**src/rtl/spi_eng_pkg.sv**
```systemverilog
package spi_eng_pkg;
  localparam int FRAME_W = 8;
  localparam int DIV_W   = 3;
  localparam int CS_W    = 4;

  localparam logic [5:0] OFF_CFG = 6'h00;
  localparam logic [5:0] OFF_EN  = 6'h14;
  localparam logic [5:0] OFF_TXD = 6'h1C;
  localparam logic [5:0] OFF_RXD = 6'h20;

  typedef struct packed {
    logic             man_sel;
    logic [CS_W-1:0]  sel_n;
    logic [3:0]       rsvd;
    logic [DIV_W-1:0] div_exp;
    logic             cpha;
    logic             cpol;
    logic             master;
  } cfg_t;

  localparam cfg_t CFG_RESET = '{man_sel: 1'b0, sel_n: '1, rsvd: '0,
                                 div_exp: '0, cpha: 1'b0, cpol: 1'b0,
                                 master: 1'b0};
endpackage

```
**src/rtl/spi_eng_fifo.sv**
```systemverilog
module spi_eng_fifo #(
  parameter int WIDTH = 8,
  parameter int DEPTH = 16
) (
  input  logic             clk,
  input  logic             rst_n,
  input  logic             push,
  input  logic [WIDTH-1:0] din,
  input  logic             pop,
  output logic [WIDTH-1:0] dout,
  output logic             full,
  output logic             empty
);
  localparam int AW = (DEPTH > 1) ? $clog2(DEPTH) : 1;
  localparam int CW = $clog2(DEPTH + 1);

  logic [WIDTH-1:0] mem [DEPTH];
  logic [AW-1:0]    wptr, rptr;
  logic [CW-1:0]    count;
  logic             do_push, do_pop;

  assign full    = (count == CW'(DEPTH));
  assign empty   = (count == '0);
  assign do_push = push && !full;
  assign do_pop  = pop && !empty;
  assign dout    = mem[rptr];

  always_ff @(posedge clk) begin
    if (do_push) mem[wptr] <= din;
  end

  always_ff @(posedge clk or negedge rst_n) begin
    if (!rst_n) begin
      wptr  <= '0;
      rptr  <= '0;
      count <= '0;
    end else begin
      if (do_push) wptr <= (wptr == AW'(DEPTH - 1)) ? '0 : wptr + 1'b1;
      if (do_pop)  rptr <= (rptr == AW'(DEPTH - 1)) ? '0 : rptr + 1'b1;
      case ({do_push, do_pop})
        2'b10:   count <= count + 1'b1;
        2'b01:   count <= count - 1'b1;
        default: count <= count;
      endcase
    end
  end
endmodule

```
**src/rtl/spi_eng_shifter.sv**
```systemverilog
module spi_eng_shifter
  import spi_eng_pkg::*;
(
  input  logic               clk,
  input  logic               rst_n,
  input  logic               run,
  input  logic               cpol,
  input  logic               cpha,
  input  logic [DIV_W-1:0]   div_exp,
  input  logic               tx_avail,
  input  logic [FRAME_W-1:0] tx_byte,
  input  logic               miso,
  output logic               take,
  output logic               busy,
  output logic               sclk,
  output logic               mosi,
  output logic               rx_push,
  output logic [FRAME_W-1:0] rx_byte
);
  localparam int CNT_W  = (1 << DIV_W) - 1;
  localparam int EDGES  = 2 * FRAME_W;
  localparam int EDGE_W = $clog2(EDGES);

  logic [DIV_W-1:0]   eff_exp;
  logic [CNT_W:0]     half_len;
  logic [CNT_W-1:0]   half_m1, div_cnt;
  logic [EDGE_W-1:0]  edge_idx;
  logic               tgl, tick, leading, last;
  logic [FRAME_W-1:0] tx_sh, rx_sh;

  assign eff_exp  = (div_exp == '0) ? DIV_W'(1) : div_exp;
  assign half_len = (CNT_W + 1)'(1) << eff_exp;
  assign half_m1  = CNT_W'(half_len - 1'b1);
  assign tick     = busy && (div_cnt == half_m1);
  assign leading  = ~edge_idx[0];
  assign last     = (edge_idx == EDGE_W'(EDGES - 1));

  assign take    = run && !busy && tx_avail;
  assign rx_push = run && tick && last;
  assign rx_byte = cpha ? {rx_sh[FRAME_W-2:0], miso} : rx_sh;
  assign sclk    = cpol ^ tgl;
  assign mosi    = tx_sh[FRAME_W-1];

  always_ff @(posedge clk or negedge rst_n) begin
    if (!rst_n) begin
      busy     <= 1'b0;
      div_cnt  <= '0;
      edge_idx <= '0;
      tgl      <= 1'b0;
      tx_sh    <= '0;
      rx_sh    <= '0;
    end else if (!run) begin
      busy     <= 1'b0;
      div_cnt  <= '0;
      edge_idx <= '0;
      tgl      <= 1'b0;
    end else if (take) begin
      busy     <= 1'b1;
      div_cnt  <= '0;
      edge_idx <= '0;
      tgl      <= 1'b0;
      tx_sh    <= tx_byte;
    end else if (tick) begin
      div_cnt  <= '0;
      tgl      <= ~tgl;
      edge_idx <= edge_idx + 1'b1;
      if (leading) begin
        if (!cpha)               rx_sh <= {rx_sh[FRAME_W-2:0], miso};
        else if (edge_idx != '0) tx_sh <= tx_sh << 1;
      end else begin
        if (cpha)       rx_sh <= {rx_sh[FRAME_W-2:0], miso};
        else if (!last) tx_sh <= tx_sh << 1;
        if (last)       busy  <= 1'b0;
      end
    end else if (busy) begin
      div_cnt <= div_cnt + 1'b1;
    end
  end
endmodule

```
**src/rtl/spi_master_engine.sv**
```systemverilog
module spi_master_engine
  import spi_eng_pkg::*;
#(
  parameter int FIFO_DEPTH = 16
) (
  input  logic            clk,
  input  logic            rst_n,
  input  logic            reg_wr,
  input  logic            reg_rd,
  input  logic [5:0]      reg_addr,
  input  logic [31:0]     reg_wdata,
  output logic [31:0]     reg_rdata,
  output logic            tx_ready,
  output logic            rx_valid,
  output logic            sclk,
  output logic            mosi,
  input  logic            miso,
  output logic [CS_W-1:0] cs_n
);
  localparam int CFG_W = $bits(cfg_t);

  cfg_t               cfg_q;
  logic               en_q, run;
  logic               tx_push, tx_take, tx_full, tx_empty;
  logic               rx_pop, rx_push, rx_full, rx_empty;
  logic [FRAME_W-1:0] tx_head, rx_head, rx_byte;
  logic               sh_busy;
  logic [31-CFG_W:0]  wdata_unused;

  assign wdata_unused = reg_wdata[31:CFG_W];
  assign run      = en_q && cfg_q.master;
  assign tx_push  = reg_wr && (reg_addr == OFF_TXD);
  assign rx_pop   = reg_rd && (reg_addr == OFF_RXD);
  assign tx_ready = !tx_full;
  assign rx_valid = !rx_empty;

  always_ff @(posedge clk or negedge rst_n) begin
    if (!rst_n) begin
      cfg_q     <= CFG_RESET;
      en_q      <= 1'b0;
      reg_rdata <= '0;
    end else begin
      if (reg_wr && reg_addr == OFF_CFG) begin
        cfg_q      <= cfg_t'(reg_wdata[CFG_W-1:0]);
        cfg_q.rsvd <= '0;
      end
      if (reg_wr && reg_addr == OFF_EN) en_q <= reg_wdata[0];
      if (reg_rd) begin
        case (reg_addr)
          OFF_CFG: reg_rdata <= {{(32-CFG_W){1'b0}}, cfg_q};
          OFF_EN:  reg_rdata <= {31'b0, en_q};
          OFF_RXD: reg_rdata <= rx_empty ? '0 : {{(32-FRAME_W){1'b0}}, rx_head};
          default: reg_rdata <= '0;
        endcase
      end
    end
  end

  always_comb begin
    if (!en_q)                      cs_n = '1;
    else if (cfg_q.man_sel)         cs_n = cfg_q.sel_n;
    else if (sh_busy)               cs_n = cfg_q.sel_n;
    else                            cs_n = '1;
  end

  spi_eng_fifo #(.WIDTH(FRAME_W), .DEPTH(FIFO_DEPTH)) u_tx_fifo (
    .clk(clk), .rst_n(rst_n),
    .push(tx_push), .din(reg_wdata[FRAME_W-1:0]),
    .pop(tx_take), .dout(tx_head),
    .full(tx_full), .empty(tx_empty)
  );

  spi_eng_fifo #(.WIDTH(FRAME_W), .DEPTH(FIFO_DEPTH)) u_rx_fifo (
    .clk(clk), .rst_n(rst_n),
    .push(rx_push), .din(rx_byte),
    .pop(rx_pop), .dout(rx_head),
    .full(rx_full), .empty(rx_empty)
  );

  spi_eng_shifter u_shifter (
    .clk(clk), .rst_n(rst_n), .run(run),
    .cpol(cfg_q.cpol), .cpha(cfg_q.cpha), .div_exp(cfg_q.div_exp),
    .tx_avail(!tx_empty), .tx_byte(tx_head), .miso(miso),
    .take(tx_take), .busy(sh_busy), .sclk(sclk), .mosi(mosi),
    .rx_push(rx_push), .rx_byte(rx_byte)
  );
endmodule

```
**config.mk**
```make
export PLATFORM = sky130hd
export DESIGN_NAME = spi_master_engine
export DESIGN_NICKNAME = d
export VERILOG_FILES = /design/src/rtl/spi_eng_pkg.sv /design/src/rtl/spi_eng_fifo.sv /design/src/rtl/spi_eng_shifter.sv /design/src/rtl/spi_master_engine.sv
export SDC_FILE = /design/constraint.sdc
export NUM_CORES = 1
export LEC_CHECK = 0
export ABC_AREA = 1
export BUFFER_PORTS_ARGS = -buffer_cell sky130_fd_sc_hd__buf_2
export CORE_ASPECT_RATIO = 1.5
export CORE_MARGIN = 2
export CORE_UTILIZATION = 37
export CTS_CLUSTER_SIZE = 28
export DETAILED_ROUTE_END_ITERATION = 16
export HOLD_SLACK_MARGIN = 0.15
export PLACE_DENSITY_LB_ADDON = 0.12
export SETUP_SLACK_MARGIN = 0.1
export SLEW_MARGIN = 20
export SYNTH_ARGS = -nofsm -noshare
export SYNTH_HDL_FRONTEND = slang
export SYNTH_SLANG_ARGS = --single-unit
```
**constraint.sdc**
```tcl
create_clock -name clk -period 5.9 [get_ports clk]
set_clock_uncertainty 0.2 [all_clocks]
set_input_delay 0.59 -clock clk [delete_from_list [all_inputs] [get_ports clk]]
set_output_delay 0.59 -clock clk [all_outputs]
set_load 0.05 [all_outputs]
```
==> flow_summary.html, run 1 <==
<table>
<tr><th>Metric</th><th>Value</th></tr>
<tr><th colspan="2">Status</th></tr>
<tr><td>Status</td><td>complete, no violations</td></tr>
<tr><th colspan="2">Pwr</th></tr>
<tr><td>Sw Pwr</td><td>1.54 mW</td></tr>
<tr><td>Clock share of power</td><td>40.6%</td></tr>
<tr><td>Fraction of power consumed by sequential logic</td><td>46.2%</td></tr>
<tr><td>Switching part of the total power</td><td>26.9%</td></tr>
<tr><td>IR Drop Worst-Case VDD</td><td>0.000227 V</td></tr>
<tr><td>Combinational share of power</td><td>13.2%</td></tr>
<tr><td>Total power divided by cell area</td><td>340 nW/um^2</td></tr>
<tr><td>Static Leakage</td><td>6.98 nW</td></tr>
<tr><td>Internal power component</td><td>4.19 mW</td></tr>
<tr><th colspan="2">Clock tree</th></tr>
<tr><td>Clock transition at the register clock pins on the worst setup and hold paths after CTS</td><td>60 ps</td></tr>
<tr><td>Clock tree from TritonCTS</td><td>yes</td></tr>
<tr><td>Skew-Pair Late Insertion Delay</td><td>530 ps</td></tr>
<tr><td>H-tree depth</td><td>2</td></tr>
<tr><td>Clock buffer count from CTS</td><td>36</td></tr>
<tr><td>Clock sink count</td><td>336</td></tr>
<tr><td>Buffers inserted during post-CTS setup optimization</td><td>0</td></tr>
<tr><td>Root Driver</td><td>sky130_fd_sc_hd__clkbuf_16</td></tr>
<tr><td>CTS max path bufs</td><td>3</td></tr>
<tr><th colspan="2">Setup path</th></tr>
<tr><td>Worst path max stage delay</td><td>570 ps</td></tr>
<tr><td>CP startpoint kind</td><td>flop</td></tr>
<tr><td>Cell repeated most along the worst path</td><td>sky130_fd_sc_hd__nand2_1</td></tr>
<tr><td>Launch point of the worst reg-to-reg path</td><td>cfg_q[5]</td></tr>
<tr><td>Cell chain of the critical path</td><td>inv_2 &gt; nand2_1 &gt; ha_1 &gt; inv_1 &gt; nand2_1 &gt; nand2_1 &gt; nand2_1 &gt; nand2_1 &gt; nor2_4 &gt; nand3_2 &gt; nor2_4 &gt; nand2_1 &gt; ha_1 &gt; xor2_1 &gt; ha_1 &gt; a21o_1 &gt; nand2_1 &gt; nand2_1 &gt; a21oi_1 &gt; xor2_1 &gt; nand2_1 &gt; nand2_1</td></tr>
<tr><td>Class of the most critical setup path</td><td>flop to flop</td></tr>
<tr><td>CP arrival</td><td>3850 ps</td></tr>
<tr><td>Number of cells traversed by the worst register-to-register path</td><td>22</td></tr>
<tr><td>Destination of the worst register-to-register timing path</td><td>u_rx_fifo.count[4]</td></tr>
<tr><td>Critical Path Sink Type</td><td>flop</td></tr>
<tr><td>Setup slack of the most critical reg-to-reg path</td><td>2320 ps</td></tr>
<tr><td>CP Max Fanout</td><td>9</td></tr>
<tr><td>Required time of the worst setup path</td><td>6170 ps</td></tr>
<tr><td>Cell at the slowest stage of the critical path</td><td>sky130_fd_sc_hd__dfrtp_1</td></tr>
<tr><th colspan="2">STA</th></tr>
<tr><td>Maximum clock frequency</td><td>280 MHz</td></tr>
<tr><td>Clock period minus worst slack</td><td>3580 ps</td></tr>
<tr><td>Hold slack</td><td>261 ps</td></tr>
<tr><td>Slew Limit Fails</td><td>0</td></tr>
<tr><td>Final-report hold violation count</td><td>0</td></tr>
<tr><td>Setup repair after global routing missed its margin</td><td>false</td></tr>
<tr><td>Final period utilization</td><td>60.6%</td></tr>
<tr><td>Normalized max-slew margin</td><td>25.4%</td></tr>
<tr><td>Total negative slack for setup checks</td><td>0 ps</td></tr>
<tr><td>Least-Margin Pin Slew</td><td>1120 ps</td></tr>
<tr><td>Final Setup Violations</td><td>0</td></tr>
<tr><th colspan="2">Route</th></tr>
<tr><td>Total met2 wirelength after detailed routing</td><td>19.9 mm</td></tr>
<tr><td>Mean number of vias per cell</td><td>4.95</td></tr>
<tr><td>Max Used Layer</td><td>met4</td></tr>
<tr><td>Total number of vias</td><td>10,062</td></tr>
<tr><td>Remaining design rule violation count</td><td>0</td></tr>
<tr><td>Detailed-route wire length</td><td>38.1 mm</td></tr>
<tr><td>Average routed wire per standard cell</td><td>18.8 um</td></tr>
<tr><td>Routed length on met1</td><td>14.9 mm</td></tr>
<tr><td>Met3 wirelength from detailed routing</td><td>1.38 mm</td></tr>
<tr><td>DRT Pass-1 Iters</td><td>5</td></tr>
<tr><td>ANT nets after route</td><td>0</td></tr>
<tr><td>Violation count after the first detailed-route iteration</td><td>606</td></tr>
<tr><th colspan="2">Global routing</th></tr>
<tr><td>Initial antenna violation count</td><td>0</td></tr>
<tr><td>GRT Resource Usage Total</td><td>18.3%</td></tr>
<tr><td>Maximum number of pins on one net before global-route repair</td><td>69</td></tr>
<tr><td>Global route overflow</td><td>0</td></tr>
<tr><td>Wire length of the first global-routing pass</td><td>58.4 mm</td></tr>
<tr><td>Vias in the first global route</td><td>9,972</td></tr>
<tr><th colspan="2">Hold path</th></tr>
<tr><td>WHS Path Cells</td><td>3</td></tr>
<tr><td>Startpoint of the lowest-slack hold path</td><td>reg_rd</td></tr>
<tr><td>Min-Delay Endpoint</td><td>reg_rdata[2]</td></tr>
<tr><td>Hold Path Class</td><td>input pin to flop</td></tr>
<tr><th colspan="2">Cells and area</th></tr>
<tr><td>Commonest non-fill, non-tap cell in the layout</td><td>sky130_fd_sc_hd__nand2_1</td></tr>
<tr><td>Area added between synthesis and finish</td><td>12.7%</td></tr>
<tr><td>Share of layout cells above drive strength 1</td><td>9.18%</td></tr>
<tr><td>Count of fill cells added during filler insertion</td><td>3,909</td></tr>
<tr><td>Leading cell types in the layout, fill and taps excluded</td><td>325 x sky130_fd_sc_hd__nand2_1, 256 x sky130_fd_sc_hd__nor2_1, 256 x sky130_fd_sc_hd__edfxtp_1</td></tr>
<tr><td>Area of the multi-input gates</td><td>4630 um^2</td></tr>
<tr><td>Final Util</td><td>42.1%</td></tr>
<tr><td># nets final</td><td>1,563</td></tr>
<tr><td>ANT cells</td><td>0</td></tr>
<tr><td>Sequential cell area</td><td>9700 um^2</td></tr>
<tr><th colspan="2">Floorplanning</th></tr>
<tr><td>Io pins</td><td>83</td></tr>
<tr><td>Core Footprint</td><td>40,100 um^2</td></tr>
<tr><td># rows</td><td>90</td></tr>
<tr><td>Die area</td><td>42,100 um^2</td></tr>
<tr><td>Width of the die</td><td>168 um</td></tr>
<tr><td>Die span in y</td><td>250 um</td></tr>
<tr><td>Effective utilization at floorplan</td><td>37.3%</td></tr>
<tr><th colspan="2">Synthesis</th></tr>
<tr><td>Synth Flop Type</td><td>sky130_fd_sc_hd__edfxtp_1</td></tr>
<tr><td>Count of flip-flops with a built-in enable after synthesis</td><td>256</td></tr>
<tr><td>Synthesized area per cell</td><td>10.3 um^2</td></tr>
<tr><td>Cells after synthesis</td><td>1,457</td></tr>
<tr><td>Unique cell type count in the Yosys netlist</td><td>45</td></tr>
<tr><td>Warnings, synthesis</td><td>0</td></tr>
<tr><td>Proportion of synthesized flip-flops having asynchronous set or reset</td><td>23.8%</td></tr>
<tr><td>Cell area after synthesis</td><td>15,000 um^2</td></tr>
<tr><td>Share of synthesized area occupied by flip-flops and latches</td><td>64.8%</td></tr>
<tr><td>Yosys reg bits</td><td>336</td></tr>
<tr><th colspan="2">Placed design</th></tr>
<tr><td>Final Wtd Congestion</td><td>0.775</td></tr>
<tr><td>DP Wirelength</td><td>24.7 mm</td></tr>
<tr><td>Port Buffer Count</td><td>44</td></tr>
<tr><th colspan="2">Flow run</th></tr>
<tr><td>Count of maximum capacitance violations</td><td>0</td></tr>
</table>
## per-layer routing
layer  vias to the layer above  global-route usage [%]
li1                       4961                       -
met1                      4830                    21.0
met2                       195                    33.4
met3                        76                    2.56
met4                         0                    8.55
met5                         -                       0
## cell usage after synthesis, types with 3 or more instances
cell / n / area [um^2]
sky130_fd_sc_hd__o31ai_1: 5 / 37.5
sky130_fd_sc_hd__nand2_4: 5 / 56.3
sky130_fd_sc_hd__nand2_1: 325 / 1220
sky130_fd_sc_hd__nand4_1: 13 / 81.3
sky130_fd_sc_hd__o22ai_1: 8 / 50.1
sky130_fd_sc_hd__o211ai_1: 12 / 90.1
sky130_fd_sc_hd__o21ai_1: 4 / 20.0
sky130_fd_sc_hd__xor2_1: 12 / 105
sky130_fd_sc_hd__ha_1: 22 / 275
sky130_fd_sc_hd__a21oi_1: 39 / 195
sky130_fd_sc_hd__nor2_4: 4 / 45.0
sky130_fd_sc_hd__edfxtp_1: 256 / 7690
sky130_fd_sc_hd__o21ai_0: 111 / 556
sky130_fd_sc_hd__buf_2: 21 / 105
sky130_fd_sc_hd__nor2_1: 256 / 961
sky130_fd_sc_hd__dfrtp_1: 76 / 1900
sky130_fd_sc_hd__nand3_1: 103 / 515
sky130_fd_sc_hd__dfstp_2: 4 / 105
sky130_fd_sc_hd__clkbuf_1: 35 / 131
sky130_fd_sc_hd__buf_4: 20 / 150
sky130_fd_sc_hd__inv_2: 7 / 26.3
sky130_fd_sc_hd__inv_1: 70 / 263
sky130_fd_sc_hd__nor3_1: 6 / 30.0
sky130_fd_sc_hd__clkinv_1: 7 / 26.3
sky130_fd_sc_hd__xnor2_1: 7 / 61.3
sky130_fd_sc_hd__nor2_2: 3 / 18.8
## state kept, by name (all words and copies together) (netlist names), 7 cells and up
name	flops
u_shifter.rx_sh	8
u_shifter.div_cnt	7
cfg_q	11
u_rx_fifo.mem	128
u_shifter.tx_sh	8
u_tx_fifo.mem	128
reg_rdata	13
## how the worst max path moves through the flow
stage | start | end | slack [ps]
4_1_cts | cfg_q[5] | u_rx_fifo.count[4] | 2300
2_1_floorplan | u_rx_fifo.count[1] | u_rx_fifo.count[4] | 2760
5_1_grt | cfg_q[5] | u_rx_fifo.count[4] | 1980
3_5_place_dp | reg_addr[0] | u_rx_fifo.count[4] | 2130
3_3_place_gp | reg_addr[0] | u_rx_fifo.count[4] | 2140
6_report | cfg_q[5] | u_rx_fifo.count[4] | 2320
## logic make-up after synthesis
kind of cell | count (synthesis) | share of synthesized area [%]
flops | 336 | 64.8
mux | 3 | 0.217
simple gates | 727 | 20.5
xor+xnor | 19 | 1.11
buf+inv | 162 | 4.74
compound gates | 185 | 6.64
other cells | 2 | 0.0502
fa+ha+maj | 23 | 1.97
## what timing repair did
| item | in CTS | in global routing |
|---|---|---|
| gates resized for setup | 0 | 0 |
| endpoints found under the hold margin | 35 | 0 |
| hold buffers | 8 | 0 |
## worst max-delay path, delay by kind of cell (launching register included)
family                   cells  cell delay (ps)
adder cells (fa/ha/maj)      3              700
flip-flops                   1              570
buffers and inverters        2              220
XOR/XNOR                     2              330
AO/OA/AOI/OAI                2              320
AND/OR/NAND/NOR             13             1160
## layout make-up
class | instances | area share, %
Timing Repair Buffer | 62 | 2.24
Clock buffer | 57 | 6.42
Inverter | 84 | 1.88
Tap cell | 506 | 3.75
Clock inverter | 9 | 0.786
Multi-Input combinational cell | 977 | 27.4
Sequential cell | 336 | 57.5
## power by group through the flow
stage	Sequential, mW	Clock [mW]	Combinational, mW
6_report	2.65	2.33	0.758
5_1_grt	2.66	2.47	0.871
4_1_cts	2.65	2.38	0.779
3_5_place_dp	2.70	0	0.773
3_3_place_gp	2.70	0	0.765
2_1_floorplan	2.69	0	0.544
## metrics by stage
step                setup WS (ps)  power, mW  area, um^2  std cells
finish                       2320       5.74       16900       2031
global route                 1980       6.00       16900       2031
CTS                          2300       5.81       16900       2031
detailed placement           2130       3.47       15600       1957
global placement             2140       3.46       15600       1957
floorplan                    2760       3.23       15000       1475
No activity file was read; power rests on OpenSTA's default activity.
==> run 2, diff against run 1 <==
- ABC_AREA: 1 -> 0
- clock period: 5.9 -> 3.4 ns (I/O delays scaled with it)
==> run 2 against run 1 <==
Compared with the run above:
- synthesized area fell by 3.8%
- synthesized cell count down 40%
- final cell count shrank 26%
- design area is 0.35% higher
- largest power group unchanged
==> flow_summary.html, run 2 <==
<table>
<tr><th>Metric</th><th>Value</th></tr>
<tr><th colspan="2">Status</th></tr>
<tr><td>Status</td><td>complete, no violations</td></tr>
<tr><th colspan="2">Cells and area</th></tr>
<tr><td># nets final</td><td>1,050</td></tr>
<tr><td>Leading cell types in the layout, fill and taps excluded</td><td>256 x sky130_fd_sc_hd__edfxtp_1, 75 x sky130_fd_sc_hd__mux4_2, 74 x sky130_fd_sc_hd__dfrtp_1</td></tr>
<tr><td>Final Util</td><td>44.0%</td></tr>
<tr><td>Share of layout cells above drive strength 1</td><td>29.4%</td></tr>
<tr><td>Area of the multi-input gates</td><td>4400 um^2</td></tr>
<tr><td>Sequential cell area</td><td>9700 um^2</td></tr>
<tr><td>Area added between synthesis and finish</td><td>17.6%</td></tr>
<tr><td>Non-filler cells in the finished layout</td><td>1,506</td></tr>
<tr><td>Top flop regs</td><td>u_rx_fifo.mem (128), u_tx_fifo.mem (128), reg_rdata (13)</td></tr>
<tr><td>ANT cells</td><td>0</td></tr>
<tr><td>Count of fill cells added during filler insertion</td><td>3,383</td></tr>
<tr><td>Commonest non-fill, non-tap cell in the layout</td><td>sky130_fd_sc_hd__edfxtp_1</td></tr>
<tr><th colspan="2">Clock tree</th></tr>
<tr><td>H-tree depth</td><td>2</td></tr>
<tr><td>Clock sink count</td><td>336</td></tr>
<tr><td>Skew-Pair Late Insertion Delay</td><td>530 ps</td></tr>
<tr><td>CTS max path bufs</td><td>3</td></tr>
<tr><td>Clock transition at the register clock pins on the worst setup and hold paths after CTS</td><td>60 ps</td></tr>
<tr><td>Root Driver</td><td>sky130_fd_sc_hd__clkbuf_16</td></tr>
<tr><td>Clock tree from TritonCTS</td><td>yes</td></tr>
<tr><td>Clock buffer count from CTS</td><td>36</td></tr>
<tr><th colspan="2">STA</th></tr>
<tr><td>Clock period minus worst slack</td><td>3300 ps</td></tr>
<tr><td>Slew Limit Fails</td><td>0</td></tr>
<tr><td>Final Setup Violations</td><td>0</td></tr>
<tr><td>Total negative slack for setup checks</td><td>0 ps</td></tr>
<tr><td>Final period utilization</td><td>97.1%</td></tr>
<tr><td>Maximum clock frequency</td><td>303 MHz</td></tr>
<tr><td>Final-report hold violation count</td><td>0</td></tr>
<tr><td>Normalized max-slew margin</td><td>41.3%</td></tr>
<tr><td>Least-Margin Pin Slew</td><td>881 ps</td></tr>
<tr><td>Setup repair after global routing missed its margin</td><td>true</td></tr>
<tr><th colspan="2">Synthesis</th></tr>
<tr><td>Cell area after synthesis</td><td>14,400 um^2</td></tr>
<tr><td>Unique cell type count in the Yosys netlist</td><td>64</td></tr>
<tr><td>Synthesized area per cell</td><td>16.6 um^2</td></tr>
<tr><td>Largest area contributor in the synthesized netlist</td><td>sky130_fd_sc_hd__edfxtp_1</td></tr>
<tr><td>Share of synthesized area occupied by flip-flops and latches</td><td>67.3%</td></tr>
<tr><td>Yosys reg bits</td><td>336</td></tr>
<tr><td>Cells after synthesis</td><td>867</td></tr>
<tr><td>Most common cell in the netlist</td><td>sky130_fd_sc_hd__edfxtp_1</td></tr>
<tr><td>Synth Flop Type</td><td>sky130_fd_sc_hd__edfxtp_1</td></tr>
<tr><td>Leading post-synthesis cells by cell area</td><td>sky130_fd_sc_hd__edfxtp_1 53%, sky130_fd_sc_hd__dfrtp_1 13%, sky130_fd_sc_hd__mux4_2 12%, sky130_fd_sc_hd__mux2_2 2.4%, sky130_fd_sc_hd__ha_1 1.9%</td></tr>
<tr><td>Top cell type's share of synthesized area</td><td>53.4%</td></tr>
<tr><td>Proportion of synthesized flip-flops having asynchronous set or reset</td><td>23.8%</td></tr>
<tr><td>Most instantiated cells after synthesis</td><td>256 x sky130_fd_sc_hd__edfxtp_1, 76 x sky130_fd_sc_hd__dfrtp_1, 75 x sky130_fd_sc_hd__mux4_2</td></tr>
<tr><td>Count of flip-flops with a built-in enable after synthesis</td><td>256</td></tr>
<tr><td>Warnings, synthesis</td><td>0</td></tr>
<tr><th colspan="2">Setup path</th></tr>
<tr><td>CP arrival</td><td>3540 ps</td></tr>
<tr><td>Launch point of the worst reg-to-reg path</td><td>cfg_q[4]</td></tr>
<tr><td>Cell repeated most along the worst path</td><td>sky130_fd_sc_hd__ha_4</td></tr>
<tr><td>Cell chain of the critical path</td><td>or2_4 &gt; ha_4 &gt; o211ai_1 &gt; a221oi_2 &gt; and3_1 &gt; and3_4 &gt; inv_4 &gt; ha_4 &gt; xor2_1 &gt; ha_2 &gt; o21a_1 &gt; o22a_1 &gt; a21oi_2 &gt; mux2i_1 &gt; xnor2_1</td></tr>
<tr><td>CP Max Fanout</td><td>3</td></tr>
<tr><td>CP Buf/Inv Count</td><td>1</td></tr>
<tr><td>Critical Path Sink Type</td><td>flop</td></tr>
<tr><td>Worst path max stage delay</td><td>370 ps</td></tr>
<tr><td>Cell at the slowest stage of the critical path</td><td>sky130_fd_sc_hd__dfrtp_1</td></tr>
<tr><td>CP startpoint kind</td><td>flop</td></tr>
<tr><td>Required time of the worst setup path</td><td>3640 ps</td></tr>
<tr><td>Number of cells traversed by the worst register-to-register path</td><td>15</td></tr>
<tr><td>Number of stages on the worst setup path</td><td>15</td></tr>
<tr><td>Setup slack of the most critical reg-to-reg path</td><td>100 ps</td></tr>
<tr><td>Origin of the worst setup path</td><td>cfg_q[4]</td></tr>
<tr><td>Destination of the worst register-to-register timing path</td><td>u_rx_fifo.count[4]</td></tr>
<tr><td>Crit-path leading delay family</td><td>compound AO/OA/AOI/OAI gates</td></tr>
<tr><td>Capturing instance or port of the critical path</td><td>u_rx_fifo.count[4]</td></tr>
<tr><td>Class of the most critical setup path</td><td>flop to flop</td></tr>
<tr><th colspan="2">Route</th></tr>
<tr><td>ANT nets after route</td><td>0</td></tr>
<tr><td>Met3 wirelength from detailed routing</td><td>834 um</td></tr>
<tr><td>Remaining design rule violation count</td><td>0</td></tr>
<tr><td>Max Used Layer</td><td>met4</td></tr>
<tr><td>Routed length on met1</td><td>11.8 mm</td></tr>
<tr><td>Detailed-route wire length</td><td>31.0 mm</td></tr>
<tr><td>Average routed wire per standard cell</td><td>20.6 um</td></tr>
<tr><td>Total number of vias</td><td>7,588</td></tr>
<tr><td>Total met2 wirelength after detailed routing</td><td>17.3 mm</td></tr>
<tr><td>Mean number of vias per cell</td><td>5.04</td></tr>
<tr><td>DRT Pass-1 Iters</td><td>4</td></tr>
<tr><td>Violation count after the first detailed-route iteration</td><td>489</td></tr>
<tr><th colspan="2">Global routing</th></tr>
<tr><td>Wire length of the first global-routing pass</td><td>48.6 mm</td></tr>
<tr><td>Global route overflow</td><td>0</td></tr>
<tr><td>GRT Resource Usage Total</td><td>16.0%</td></tr>
<tr><td>Initial antenna violation count</td><td>0</td></tr>
<tr><td>Vias in the first global route</td><td>8,168</td></tr>
<tr><td>Maximum number of pins on one net before global-route repair</td><td>43</td></tr>
<tr><th colspan="2">Placed design</th></tr>
<tr><td>Final Wtd Congestion</td><td>0.763</td></tr>
<tr><td>Count of placed standard cells including taps</td><td>1,407</td></tr>
<tr><td>Port Buffer Count</td><td>44</td></tr>
<tr><td>DP Wirelength</td><td>21.3 mm</td></tr>
<tr><th colspan="2">Flow run</th></tr>
<tr><td>Count of maximum capacitance violations</td><td>0</td></tr>
<tr><th colspan="2">Floorplanning</th></tr>
<tr><td># rows</td><td>88</td></tr>
<tr><td>Width of the die</td><td>165 um</td></tr>
<tr><td>Die span in y</td><td>246 um</td></tr>
<tr><td>Core Footprint</td><td>38,400 um^2</td></tr>
<tr><td>Die area</td><td>40,500 um^2</td></tr>
<tr><td>Effective utilization at floorplan</td><td>37.5%</td></tr>
<tr><td>Io pins</td><td>83</td></tr>
<tr><th colspan="2">Pwr</th></tr>
<tr><td>Total power divided by cell area</td><td>557 nW/um^2</td></tr>
<tr><td>IR Drop Worst-Case VDD</td><td>0.000433 V</td></tr>
<tr><td>Static Leakage</td><td>6.13 nW</td></tr>
<tr><th colspan="2">Hold path</th></tr>
<tr><td>Hold Path Class</td><td>input pin to flop</td></tr>
<tr><td>WHS Path Cells</td><td>5</td></tr>
</table>
run 2: through the flow:
stage / setup WS (ps) / area [um^2] / hold slack [ps] / power [mW]
after CTS: 60.3 / 16900 / 175 / 9.60
after global routing: -90.2 / 16900 / 228 / 9.84
after detailed placement: 75.2 / 15400 / 160 / 5.67
after global placement: 91.1 / 15400 / 158 / 5.65
final: 99.9 / 16900 / 193 / 9.43
after floorplan: 161 / 14500 / -156 / 5.39
run 2: layer usage:
layer	vias up	track usage [%]
met4	0	5.78
met2	104	30.4
met3	53	2.36
met1	3857	17.9
li1	3574	-
met5	-	0
run 2: cell families (layout without fill, tap and decap cells):
group / count (synthesis) / count (layout) / synth area share, %
AOI/OAI and AO/OA: 104 / 104 / 4.93
xor gates and xnor gates: 22 / 22 / 1.34
other: 2 / 20 / 0.0522
DFF: 336 / 336 / 67.3
adders and majority gates: 23 / 23 / 2.05
buffers and inverters: 88 / 214 / 2.95
muxes: 113 / 113 / 14.6
and+or+nand+nor: 179 / 179 / 6.69
run 2: how the worst min path moves through the flow:
stage / start / end / slack (ps)
after global placement: rst_n / u_tx_fifo.wptr[0] / 160
final: reg_addr[1] / u_rx_fifo.rptr[3] / 190
after floorplan: rst_n / cfg_q[0] / -160
after CTS: reg_addr[1] / u_rx_fifo.rptr[3] / 170
after global routing: reg_addr[1] / u_rx_fifo.rptr[3] / 230
after detailed placement: rst_n / u_tx_fifo.wptr[0] / 160
run 2: layout make-up:
type	instances	share of cell area (%)
flip-flops and latches	336	57.3
inverters	21	0.481
multi-input cells	461	26.0
clock buffers	48	5.96
well taps	495	3.66
clock inverters	17	0.895
repair buffers	128	5.74
run 2: worst reg2reg max path, delay by kind of cell (launching register included):
kind | cells | cell delay, ps
multiplexers | 1 | 230
XOR/XNOR | 2 | 280
adder cells (fa/ha/maj) | 3 | 600
buffers and inverters | 1 | 40
flip-flops | 1 | 370
AO/OA/AOI/OAI | 5 | 810
AND/OR/NAND/NOR | 3 | 680
run 2: what timing repair did:
item	4_1_cts	5_1_grt
buffers inserted	5	2
endpoints found under the hold margin	224	0
pin swaps	7	4
hold buffers	27	0
gates resized for setup	0	3
endpoints found under the setup margin	1	3
run 2: where the power goes:
group / internal, mW / leakage, nW / switching, mW
logic: 0.477 / 2.14 / 0.505
clock network: 2.25 / 0.566 / 1.59
registers: 4.49 / 3.42 / 0.118
